**src/rtl/ivt_pkg.sv**
```systemverilog
`timescale 1ns/1ps
package ivt_pkg;

    localparam int unsigned BYTE_W = 8;

    // Control byte layout; bit positions are decoded by the counter stages.
    typedef struct packed {
        logic       src_main;  // bit 7: second stage from main tick
        logic       hold_clr;  // bit 6: hold/clear counters and flag
        logic       div_sel;   // bit 5: second stage from first-stage carry
        logic [1:0] lcd_code;  // bits 4:3: strobe tap select
        logic [2:0] ivl_code;  // bits 2:0: interrupt tap select
    } ivt_ctrl_t;

    typedef enum logic [1:0] {
        SRC_AUX     = 2'd0,
        SRC_AUX_DIV = 2'd1,
        SRC_MAIN    = 2'd2
    } ivt_src_e;

    function automatic ivt_src_e decode_src(input logic src_main, input logic div_sel);
        if (src_main)     return SRC_MAIN;
        else if (div_sel) return SRC_AUX_DIV;
        else              return SRC_AUX;
    endfunction

endpackage

```
**src/rtl/ivt_regs.sv**
```systemverilog
`timescale 1ns/1ps
module ivt_regs
    import ivt_pkg::*;
#(
    parameter int unsigned ADDR_W    = 8,
    parameter int unsigned CNT_W     = 8,
    parameter int unsigned CTRL_ADDR = 'h40,
    parameter int unsigned CNT1_ADDR = 'h46,
    parameter int unsigned CNT2_ADDR = 'h47
) (
    input  logic              clk,
    input  logic              rst_n,
    input  logic              wr_en,
    input  logic [ADDR_W-1:0] addr,
    input  logic [BYTE_W-1:0] wdata,
    input  logic [CNT_W-1:0]  cnt1,
    input  logic [CNT_W-1:0]  cnt2,
    output ivt_ctrl_t         ctrl,
    output logic [BYTE_W-1:0] rdata
);

    localparam logic [ADDR_W-1:0] CTRL_A = ADDR_W'(CTRL_ADDR);
    localparam logic [ADDR_W-1:0] CNT1_A = ADDR_W'(CNT1_ADDR);
    localparam logic [ADDR_W-1:0] CNT2_A = ADDR_W'(CNT2_ADDR);

    typedef struct packed {
        ivt_ctrl_t ctrl;
    } regs_st_t;

    regs_st_t st_d, st_q;

    always_comb begin
        st_d = st_q;
        if (wr_en && (addr == CTRL_A)) begin
            st_d.ctrl = ivt_ctrl_t'(wdata);
        end
    end

    always_ff @(posedge clk or negedge rst_n) begin
        if (!rst_n) st_q <= '0;
        else        st_q <= st_d;
    end

    assign ctrl = st_q.ctrl;

    always_comb begin
        rdata = '0;
        if (addr == CTRL_A)      rdata = BYTE_W'(st_q.ctrl);
        else if (addr == CNT1_A) rdata = BYTE_W'(cnt1);
        else if (addr == CNT2_A) rdata = BYTE_W'(cnt2);
    end

    AST_CTRL_LOAD: assert property (@(posedge clk) disable iff (!rst_n)
        (wr_en && addr == CTRL_A) |=> (BYTE_W'(ctrl) == $past(wdata)))
        else $error("control load mismatch");

    AST_CTRL_KEEP: assert property (@(posedge clk) disable iff (!rst_n)
        !(wr_en && addr == CTRL_A) |=> $stable(ctrl))
        else $error("control changed without write");

endmodule

```
**src/rtl/ivt_stage1.sv**
```systemverilog
`timescale 1ns/1ps
module ivt_stage1 #(
    parameter int unsigned CNT_W    = 8,
    parameter int unsigned CODE_W   = 2,
    parameter int unsigned LCD_BASE = 4
) (
    input  logic              clk,
    input  logic              rst_n,
    input  logic              aux_tick,
    input  logic              hold,
    input  logic [CODE_W-1:0] lcd_code,
    output logic [CNT_W-1:0]  cnt,
    output logic              carry,
    output logic              strobe
);

    localparam int unsigned IDX_W = $clog2(CNT_W);

    typedef struct packed {
        logic [CNT_W-1:0] cnt;
        logic             strobe;
    } s1_st_t;

    s1_st_t           st_d, st_q;
    logic             step;
    logic [CNT_W-1:0] nxt;
    logic [IDX_W-1:0] tap;

    always_comb begin
        step  = aux_tick && !hold;
        nxt   = st_q.cnt + 1'b1;
        tap   = IDX_W'(LCD_BASE) + IDX_W'(lcd_code);
        carry = step && (st_q.cnt == '1);

        st_d        = st_q;
        st_d.strobe = 1'b0;
        if (hold) begin
            st_d.cnt = '0;
        end else if (aux_tick) begin
            st_d.cnt = nxt;
        end
        if (step && !st_q.cnt[tap] && nxt[tap]) begin
            st_d.strobe = 1'b1;
        end
    end

    always_ff @(posedge clk or negedge rst_n) begin
        if (!rst_n) st_q <= '0;
        else        st_q <= st_d;
    end

    assign cnt    = st_q.cnt;
    assign strobe = st_q.strobe;

    AST_C1_STEP: assert property (@(posedge clk) disable iff (!rst_n)
        (aux_tick && !hold) |=> (cnt == $past(cnt) + 1'b1))
        else $error("first stage step wrong");

    AST_C1_HELD: assert property (@(posedge clk) disable iff (!rst_n)
        hold |=> (cnt == '0))
        else $error("first stage not held");

    AST_STROBE_SINGLE: assert property (@(posedge clk) disable iff (!rst_n)
        strobe |=> !strobe)
        else $error("strobe wider than one cycle");

    AST_STROBE_CAUSE: assert property (@(posedge clk) disable iff (!rst_n)
        $rose(strobe) |-> ($past(aux_tick) && !$past(hold)))
        else $error("strobe without tick");

endmodule

```
**src/rtl/ivt_stage2.sv**
```systemverilog
`timescale 1ns/1ps
module ivt_stage2
    import ivt_pkg::*;
#(
    parameter int unsigned CNT_W  = 8,
    parameter int unsigned CODE_W = 3
) (
    input  logic              clk,
    input  logic              rst_n,
    input  logic              aux_tick,
    input  logic              main_tick,
    input  logic              carry_in,
    input  logic              src_main,
    input  logic              div_sel,
    input  logic              hold,
    input  logic [CODE_W-1:0] ivl_code,
    input  logic              flag_clr,
    output logic [CNT_W-1:0]  cnt,
    output logic              flag
);

    localparam int unsigned IDX_W = $clog2(CNT_W);

    typedef struct packed {
        logic [CNT_W-1:0] cnt;
        logic             flag;
    } s2_st_t;

    s2_st_t           st_d, st_q;
    ivt_src_e         src;
    logic             tick;
    logic             zap;
    logic             rise;
    logic [CNT_W-1:0] nxt;
    logic [IDX_W-1:0] tap;

    always_comb begin
        src = decode_src(src_main, div_sel);
        unique case (src)
            SRC_MAIN:    tick = main_tick;
            SRC_AUX_DIV: tick = carry_in;
            default:     tick = aux_tick;
        endcase
        zap  = hold && div_sel;
        nxt  = st_q.cnt + 1'b1;
        tap  = IDX_W'(ivl_code);
        rise = tick && !zap && !st_q.cnt[tap] && nxt[tap];

        st_d = st_q;
        if (zap)       st_d.cnt = '0;
        else if (tick) st_d.cnt = nxt;

        if (hold)          st_d.flag = 1'b0;
        else if (rise)     st_d.flag = 1'b1;
        else if (flag_clr) st_d.flag = 1'b0;
    end

    always_ff @(posedge clk or negedge rst_n) begin
        if (!rst_n) st_q <= '0;
        else        st_q <= st_d;
    end

    assign cnt  = st_q.cnt;
    assign flag = st_q.flag;

    AST_C2_ONE_STEP: assert property (@(posedge clk) disable iff (!rst_n)
        !(hold && div_sel) |=> (cnt == $past(cnt) || cnt == $past(cnt) + 1'b1))
        else $error("second stage jumped");

    AST_C2_HELD: assert property (@(posedge clk) disable iff (!rst_n)
        (hold && div_sel) |=> (cnt == '0))
        else $error("second stage not held");

    AST_FLAG_HELD_LOW: assert property (@(posedge clk) disable iff (!rst_n)
        hold |=> !flag)
        else $error("flag set during hold");

    AST_FLAG_STICKY: assert property (@(posedge clk) disable iff (!rst_n)
        (flag && !flag_clr && !hold) |=> flag)
        else $error("flag dropped without clear");

    AST_FLAG_CAUSE: assert property (@(posedge clk) disable iff (!rst_n)
        $rose(flag) |-> ($past(cnt) != cnt))
        else $error("flag rose without count step");

endmodule

```
**src/rtl/ivt_timer.sv**
```systemverilog
`timescale 1ns/1ps
module ivt_timer
    import ivt_pkg::*;
#(
    parameter int unsigned ADDR_W    = 8,
    parameter int unsigned CNT_W     = 8,
    parameter int unsigned LCD_BASE  = 4,
    parameter int unsigned CTRL_ADDR = 'h40,
    parameter int unsigned CNT1_ADDR = 'h46,
    parameter int unsigned CNT2_ADDR = 'h47
) (
    input  logic              clk,
    input  logic              rst_n,
    input  logic              aux_tick,
    input  logic              main_tick,
    input  logic              reg_wr,
    input  logic [ADDR_W-1:0] reg_addr,
    input  logic [7:0]        reg_wdata,
    output logic [7:0]        reg_rdata,
    input  logic              flag_clr,
    output logic              irq_flag,
    output logic              lcd_strobe
);

    localparam int unsigned LCD_CW = 2;
    localparam int unsigned IVL_CW = 3;

    ivt_ctrl_t        ctrl;
    logic [CNT_W-1:0] cnt1;
    logic [CNT_W-1:0] cnt2;
    logic             carry1;

    ivt_regs #(
        .ADDR_W(ADDR_W), .CNT_W(CNT_W),
        .CTRL_ADDR(CTRL_ADDR), .CNT1_ADDR(CNT1_ADDR), .CNT2_ADDR(CNT2_ADDR)
    ) u_regs (
        .clk(clk), .rst_n(rst_n), .wr_en(reg_wr), .addr(reg_addr),
        .wdata(reg_wdata), .cnt1(cnt1), .cnt2(cnt2),
        .ctrl(ctrl), .rdata(reg_rdata)
    );

    ivt_stage1 #(
        .CNT_W(CNT_W), .CODE_W(LCD_CW), .LCD_BASE(LCD_BASE)
    ) u_stage1 (
        .clk(clk), .rst_n(rst_n), .aux_tick(aux_tick), .hold(ctrl.hold_clr),
        .lcd_code(ctrl.lcd_code), .cnt(cnt1), .carry(carry1), .strobe(lcd_strobe)
    );

    ivt_stage2 #(
        .CNT_W(CNT_W), .CODE_W(IVL_CW)
    ) u_stage2 (
        .clk(clk), .rst_n(rst_n), .aux_tick(aux_tick), .main_tick(main_tick),
        .carry_in(carry1), .src_main(ctrl.src_main), .div_sel(ctrl.div_sel),
        .hold(ctrl.hold_clr), .ivl_code(ctrl.ivl_code), .flag_clr(flag_clr),
        .cnt(cnt2), .flag(irq_flag)
    );

    AST_RESET_QUIET: assert property (@(posedge clk)
        !rst_n |=> (!irq_flag && !lcd_strobe))
        else $error("outputs active after reset");

endmodule

```
**config.mk**
```make
export PLATFORM = sky130hd
export DESIGN_NAME = ivt_timer
export DESIGN_NICKNAME = d
export VERILOG_FILES = /design/src/rtl/ivt_pkg.sv /design/src/rtl/ivt_regs.sv /design/src/rtl/ivt_stage1.sv /design/src/rtl/ivt_stage2.sv /design/src/rtl/ivt_timer.sv
export SDC_FILE = /design/constraint.sdc
export NUM_CORES = 1
export LEC_CHECK = 0
export BUFFER_PORTS_ARGS = -buffer_cell sky130_fd_sc_hd__buf_2
export CORE_MARGIN = 4
export CORE_UTILIZATION = 25
export CTS_CLUSTER_SIZE = 40
export DETAILED_ROUTE_END_ITERATION = 8
export PLACE_DENSITY = 0.44
export SETUP_SLACK_MARGIN = 0.4
export SLEW_MARGIN = 0
export SYNTH_ARGS = -nofsm -noshare
export SYNTH_HDL_FRONTEND = slang
export SYNTH_SLANG_ARGS = --single-unit
```
**constraint.sdc**
```tcl
create_clock -name clk -period 2.2 [get_ports clk]
set_clock_uncertainty 0.05 [all_clocks]
set_input_delay 0 -clock clk [delete_from_list [all_inputs] [get_ports clk]]
set_output_delay 0 -clock clk [all_outputs]
set_load 0.1 [all_outputs]
```
### Yosys cells after proc, flatten, opt, wreduce, memory -nomap -nowiden

Index checks and enable logic that the tools add are counted.

* logic and storage cells: 58
* output and inout bits: 10
* flip-flop bits (word level): 26
* bits of input ports: 22

* reductions and logical operators: 16
* mux-type cells: 22
* order comparisons: 2
* equality and inequality tests: 6
* add/subtract/negate cells: 3

Operators with widths (number)
* 8-bit 2-to-1 mux: 7
* 8-bit by 7-bit == test with 1-bit output (second input constant): 3
* 8-bit by 1-bit adder with 8-bit output (second input constant): 2
* 1-bit binary-select mux with 3-bit select: 4
* 1-bit logical AND: 9
* 1-bit 2-to-1 mux: 9
* 8-bit == test (second input constant): 1
* 3-bit by 4-bit less-than comparator with 1-bit output (second input constant): 2
* 1-bit logical NOT: 4
* 2-bit nonzero test: 2
* 3-bit by 2-bit adder with 3-bit output (first input constant): 1
* 3-bit nonzero test: 1
* 2-bit by 1-bit == test with 1-bit output (second input constant): 1
* 2-bit == test (second input constant): 1
* 2-bit 2-to-1 mux: 1
* 1-bit one-hot mux with 2 select lines: 1

### Longest topological paths before layout

* depth in word-level cells: 9
* depth in mapped cells: 6
* depth with buffers taken out: 5

### Modules after synthesis

From an unflattened synthesis, not the netlist that was laid out.

* cell total of the unflattened synthesis: 172
* area, all modules: 1742.9 um^2

Modules (own cells, without submodules)
* ivt_regs: cells each 49, seq. area each 200.2 um^2, instances 1, area an instance 601.8 um^2
* ivt_stage2: cells each 61, seq. area each 225.2 um^2, instances 1, area an instance 576.8 um^2
* ivt_stage1: cells each 62, seq. area each 225.2 um^2, instances 1, area an instance 564.3 um^2

### Worst setup path before layout

Ideal clock, no wire load.

* path type: reg2out
* start: reg u_stage2.st_q (netlist bit u_stage2.cnt[2])
* end: out reg_rdata[2]
* path buffers: 1
* path slack: -0.572 ns
* arrival: 2.722 ns
* data required time: 2.150 ns
* cell stages (with the launch flop): 4
* cells stage by stage: dfrtp_1 > clkbuf_1 > mux2i_1 > o21ai_0

* word-level cells in the longest chain between the ends: 3

Ends and longest elaborated chain
* from (decl): RTL line ivt_stage2.sv:29 `s2_st_t st_d, st_q;`
* from (signal assigned): RTL line ivt_stage2.sv:60 `else st_q <= st_d;`
* 8-bit 2-to-1 mux: RTL line ivt_regs.sv:50 `else if (addr == CNT2_A) rdata = BYTE_W'(cnt2);`
* 8-bit 2-to-1 mux: RTL line ivt_regs.sv:49 `else if (addr == CNT1_A) rdata = BYTE_W'(cnt1);`
* 8-bit 2-to-1 mux: RTL line ivt_regs.sv:48 `if (addr == CTRL_A) rdata = BYTE_W'(st_q.ctrl);`
* to (decl): RTL line ivt_timer.sv:19 `output logic [7:0] reg_rdata,`

No other way between the ends.

### Worst setup path in the final report

* start: reg u_stage2.st_q (netlist bit u_stage2.cnt[1])
* end: reg u_stage2.st_q (netlist bit u_stage2.flag)

* word-level cells in the longest chain between the ends: 7
* elaborated cells on any way between the ends: 11
* those cells by class: add/sub (1); mux (6); reduce/logical (4)

Ends and longest elaborated chain
* parallel branches: the longest is 4 deep, another holds 8-bit by 1-bit adder with 8-bit output
* 1-bit logical AND *: RTL line ivt_stage2.sv:47 `rise = tick && !zap && !st_q.cnt[tap] && nxt[tap];`
* 1-bit 2-to-1 mux: RTL line ivt_stage2.sv:54 `else if (rise) st_d.flag = 1'b1;`
* 1-bit 2-to-1 mux: RTL line ivt_stage2.sv:53 `if (hold) st_d.flag = 1'b0;`

Mark *: on every way between the ends. The select of a mux whose other input is x is not followed.
A chain may end at the register's enable or synchronous reset.

==> results.md <==
* CP endpoint kind: flop
* Wire length of the first global-routing pass at about 7.6 mm
* Maximum clock insertion buffer count at 2
* Minimum setup slack among reg-to-reg paths at 0.49 ns
* Leakage at 0.964 nW
* Achievable clock frequency at 0.585 GHz
* Cell chain of the critical path: ha_4 -> or3b_2 -> o311a_1 -> o31a_1 -> o32ai_1
* Synthesized area at 1760 µm²
* Average wire per cell in the routed design at 14.6 µm
* Worst EP arrival at 1.84 ns
* Kind of start point of the critical path: flop
* Worst-Margin Slew at 0.618 ns
* Yosys top cell by area: dfrtp_1
* Synthesis-stage register bit count at 26
* Overall die area at 8440 µm²
* Synth Instances at 184
* Port bufs at 31
* Final period demand of the worst path at 1.71 ns
* Worst hold path cell count at 3
* Slowest Stage Delay on Critical Path at roughly 0.44 ns
* Count of cells along the worst register-to-register path at 5
* Vias/cell at 4.73
* Core outline area at between 6000 and 7000 µm²
* Post-synth net total at between 200 and 250
* Endpoint of the most critical register-to-register path: u_stage2.flag
* Die X-Extent at between 90 and 100 µm
* Number of antenna diodes at 0
* Final setup TNS at 0 ns
* Post-synth cell types at 54
* Vias in the first global route at 1509
* Post-synthesis sequential area ratio at 0.370
* HPWL after DPL at 3.30 mm
* Iteration-0 DRC Markers at 76
* Area growth syn-to-layout at 24.8%
* Final-report max-slew violation count at 0
* WHS Endpoint: u_stage1.strobe
* Post-route cell area at 2190 µm²
* Launch point of the worst hold path: aux_tick
* Clock tree sinks at 26
* CTS tree: done
* Worst skew pair latency at between 0.2 and 0.3 ns
* Fraction of final layout cells with drive strength greater than 1 at 0.321
* Portion of synthesized cell area occupied by the leading cell type at 0.370
* Count of final hold-check violations at 0
* Number of antenna violations at the first check in global routing at 0
* Number of buffers inserted during clock tree synthesis at 3
* Routed wire length at 4.66 mm
* Worst-case vdd ir drop at 0.000525 V
* NumNets Final at 249
* Max stage delay cell, worst path: dfrtp_2
* Number of optimization iterations in the first detailed-route pass at 4
* Aggregate global-route resource usage at 0.112
* Final RePlAce weighted congestion at 0.771
* Final period util at 0.777
* Total via count in the routed design at about 1500
* DRT antenna net count at 0
* Unrepaired setup endpoints after global routing: false
* CP Class: reg2reg
* Path type of the worst min-delay path: in2reg
* Effective utilization at floorplan at 0.258
* Relative max-transition margin at 0.588
* Critical register-to-register path startpoint: u_stage2.cnt[1]
* Finish-stage setup viols at 0
* Instance area at placement at 1960 µm²
* Cell types with the largest area share after synthesis: dfrtp_1, mux2i_1, mux2_2, nand2_1, o21ai_0
* Status: finished clean
* Remaining DRCs at 0
* Root Buffer Master: clkbuf_8
* FP Rows at 30
* Number of H-tree branching levels at 1
* Pwr Density at 863 nW/µm²
* Global route total overflow at 0
* Number of ports placed on the die boundary at 32
* Largest fanout on the critical path at 6
* Synthesized area per cell at 9.56 µm²
* Pin count of the biggest net entering global routing at 27
* Clock transition at the register clock pins on the worst setup and hold paths after CTS at around 0.10 ns
* Height of the die at roughly 90 µm
* Reported max-cap violation count at 0
* Warnings from Yosys at 0
* CP Data Required Time at approximately 2.3 ns
-- kinds of logic after synthesis --
logic type               after synthesis  synth area share
AO/OA/AOI/OAI                         34             0.129
XOR/XNOR                               6            0.0299
adder cells (fa/ha/maj)                2            0.0142
buffers and inverters                 14            0.0576
flip-flops                            26             0.370
multiplexers                          25             0.148
AND/OR/NAND/NOR                       77             0.252
-- how the worst max path moves through the flow --
stage | slack (ns) | end | start | cells after the start
6_report | 0.49 | u_stage2.flag | u_stage2.cnt[1] | 5
5_1_grt | 0.40 | u_stage2.cnt[7] | u_stage1.cnt[0] | 5
4_1_cts | 0.40 | u_stage2.flag | u_stage2.cnt[1] | 5
3_5_place_dp | 0.24 | u_stage2.cnt[5] | u_stage1.cnt[0] | 5
3_3_place_gp | 0.32 | u_stage2.cnt[7] | u_stage1.cnt[0] | 5
2_1_floorplan | 0.24 | reg_rdata[0] | reg_addr[5] | 3
-- power breakdown --
part / internal (mW) / leakage (nW) / switching [mW] / total [mW]
registers: 0.618 / 0.327 / 0.262 / 0.880
logic: 0.361 / 0.609 / 0.335 / 0.696
clock network: 0.160 / 0.0288 / 0.158 / 0.318
total: 1.14 / 0.964 / 0.754 / 1.89
-- registers in the layout (all words and copies together), names as in the netlist --
register / count
u_stage2.cnt: 8
u_regs.ctrl: 8
u_stage2.flag: 1
u_stage1.cnt: 8
u_stage1.strobe: 1
-- stage by stage --
stage	utilization	total power, mW	worst slack [ns]	std cells	hold WS, ns
detailed placement	0.287	1.45	0.236	301	0.0109
global route	0.321	2.05	0.404	320	0.0325
floorplan	-	1.33	0.244	184	-0.346
global placement	0.287	1.45	0.316	301	0.00982
CTS	0.311	1.81	0.403	315	0.0104
finish	0.321	1.89	0.490	320	0.0192
-- area by class of cell --
type                    count  area [µm²]
clock buffers               4        55.1
fillers                   747        4640
inverters                   2        7.51
multi-input cells         144        1050
flip-flops and latches     26         654
well taps                  96         120
repair buffers             48         305
-- cell usage after synthesis, drive strengths merged --
master and instances:
dfrtp 26, xnor2 2, clkbuf 5, nand4b 1, o22ai 1, or3 2, nor3 6, o32ai 1
nor4 1, nor2b 1, o311a 1, nor4bb 1, o211ai 1, nand4 5, a21boi 1, nor3b 1
and2 2, and3 1, mux2 8, nand4bb 1, nand2b 9, o211a 1, buf 7, nand2 22
mux2i 17, inv 2, o31a 2, nand3 8, a31oi 2, a21oi 8, xor2 4, a211o 1
o21ai 13, or3b 2, or2b 1, and4 3, nand3b 1, a311oi 1, ha 2, nor2 9
a22o 1
-- per-layer routing --
| layer | vias to the layer above | global-route usage | share of wire |
|---|---|---|---|
| li1 | 747 | - | - |
| met1 | 748 | 0.145 | 0.46 |
| met2 | 16 | 0.193 | 0.51 |
| met3 | 2 | 0.0230 | 0.029 |
| met4 | 0 | 0.0210 | 0.0030 |
| met5 | - | 0 | 0 |
-- cells in the final DEF, fill, tap and decap left out, types with 2 or more instances in the layout --
master,instances
buf_4,8
nand4_1,4
ha_4,2
nor3_1,5
o21ai_1,8
nor2_1,9
o21ai_0,4
nand2b_1,9
o31a_1,2
nand3_1,8
inv_1,2
and4_2,2
a31oi_1,2
a21oi_2,4
dlygate4sd3_1,9
buf_2,31
clkbuf_8,4
mux2i_1,17
xor2_1,4
a21oi_1,4
nand2_1,21
xnor2_1,2
mux2_2,8
dfrtp_1,23
dfrtp_2,3
-- repair_timing --
item / in CTS / in global routing
hold endpoints to repair: 34 / 0
hold buffers: 9 / 0
endpoints found under the setup margin: 8 / 8
buffers inserted: 1 / 5
cloned: 0 / 0
pin swaps: 0 / 1
resized for setup: 5 / 5
-- critical path, delay by kind of cell (launching register included) --
kind	cells	cell delay (ns)
adder cells (fa/ha/maj)	1	0.18
AO/OA/AOI/OAI	3	0.52
flip-flops	1	0.44
AND/OR/NAND/NOR	1	0.44
No activity file was read; power rests on OpenSTA's default activity.
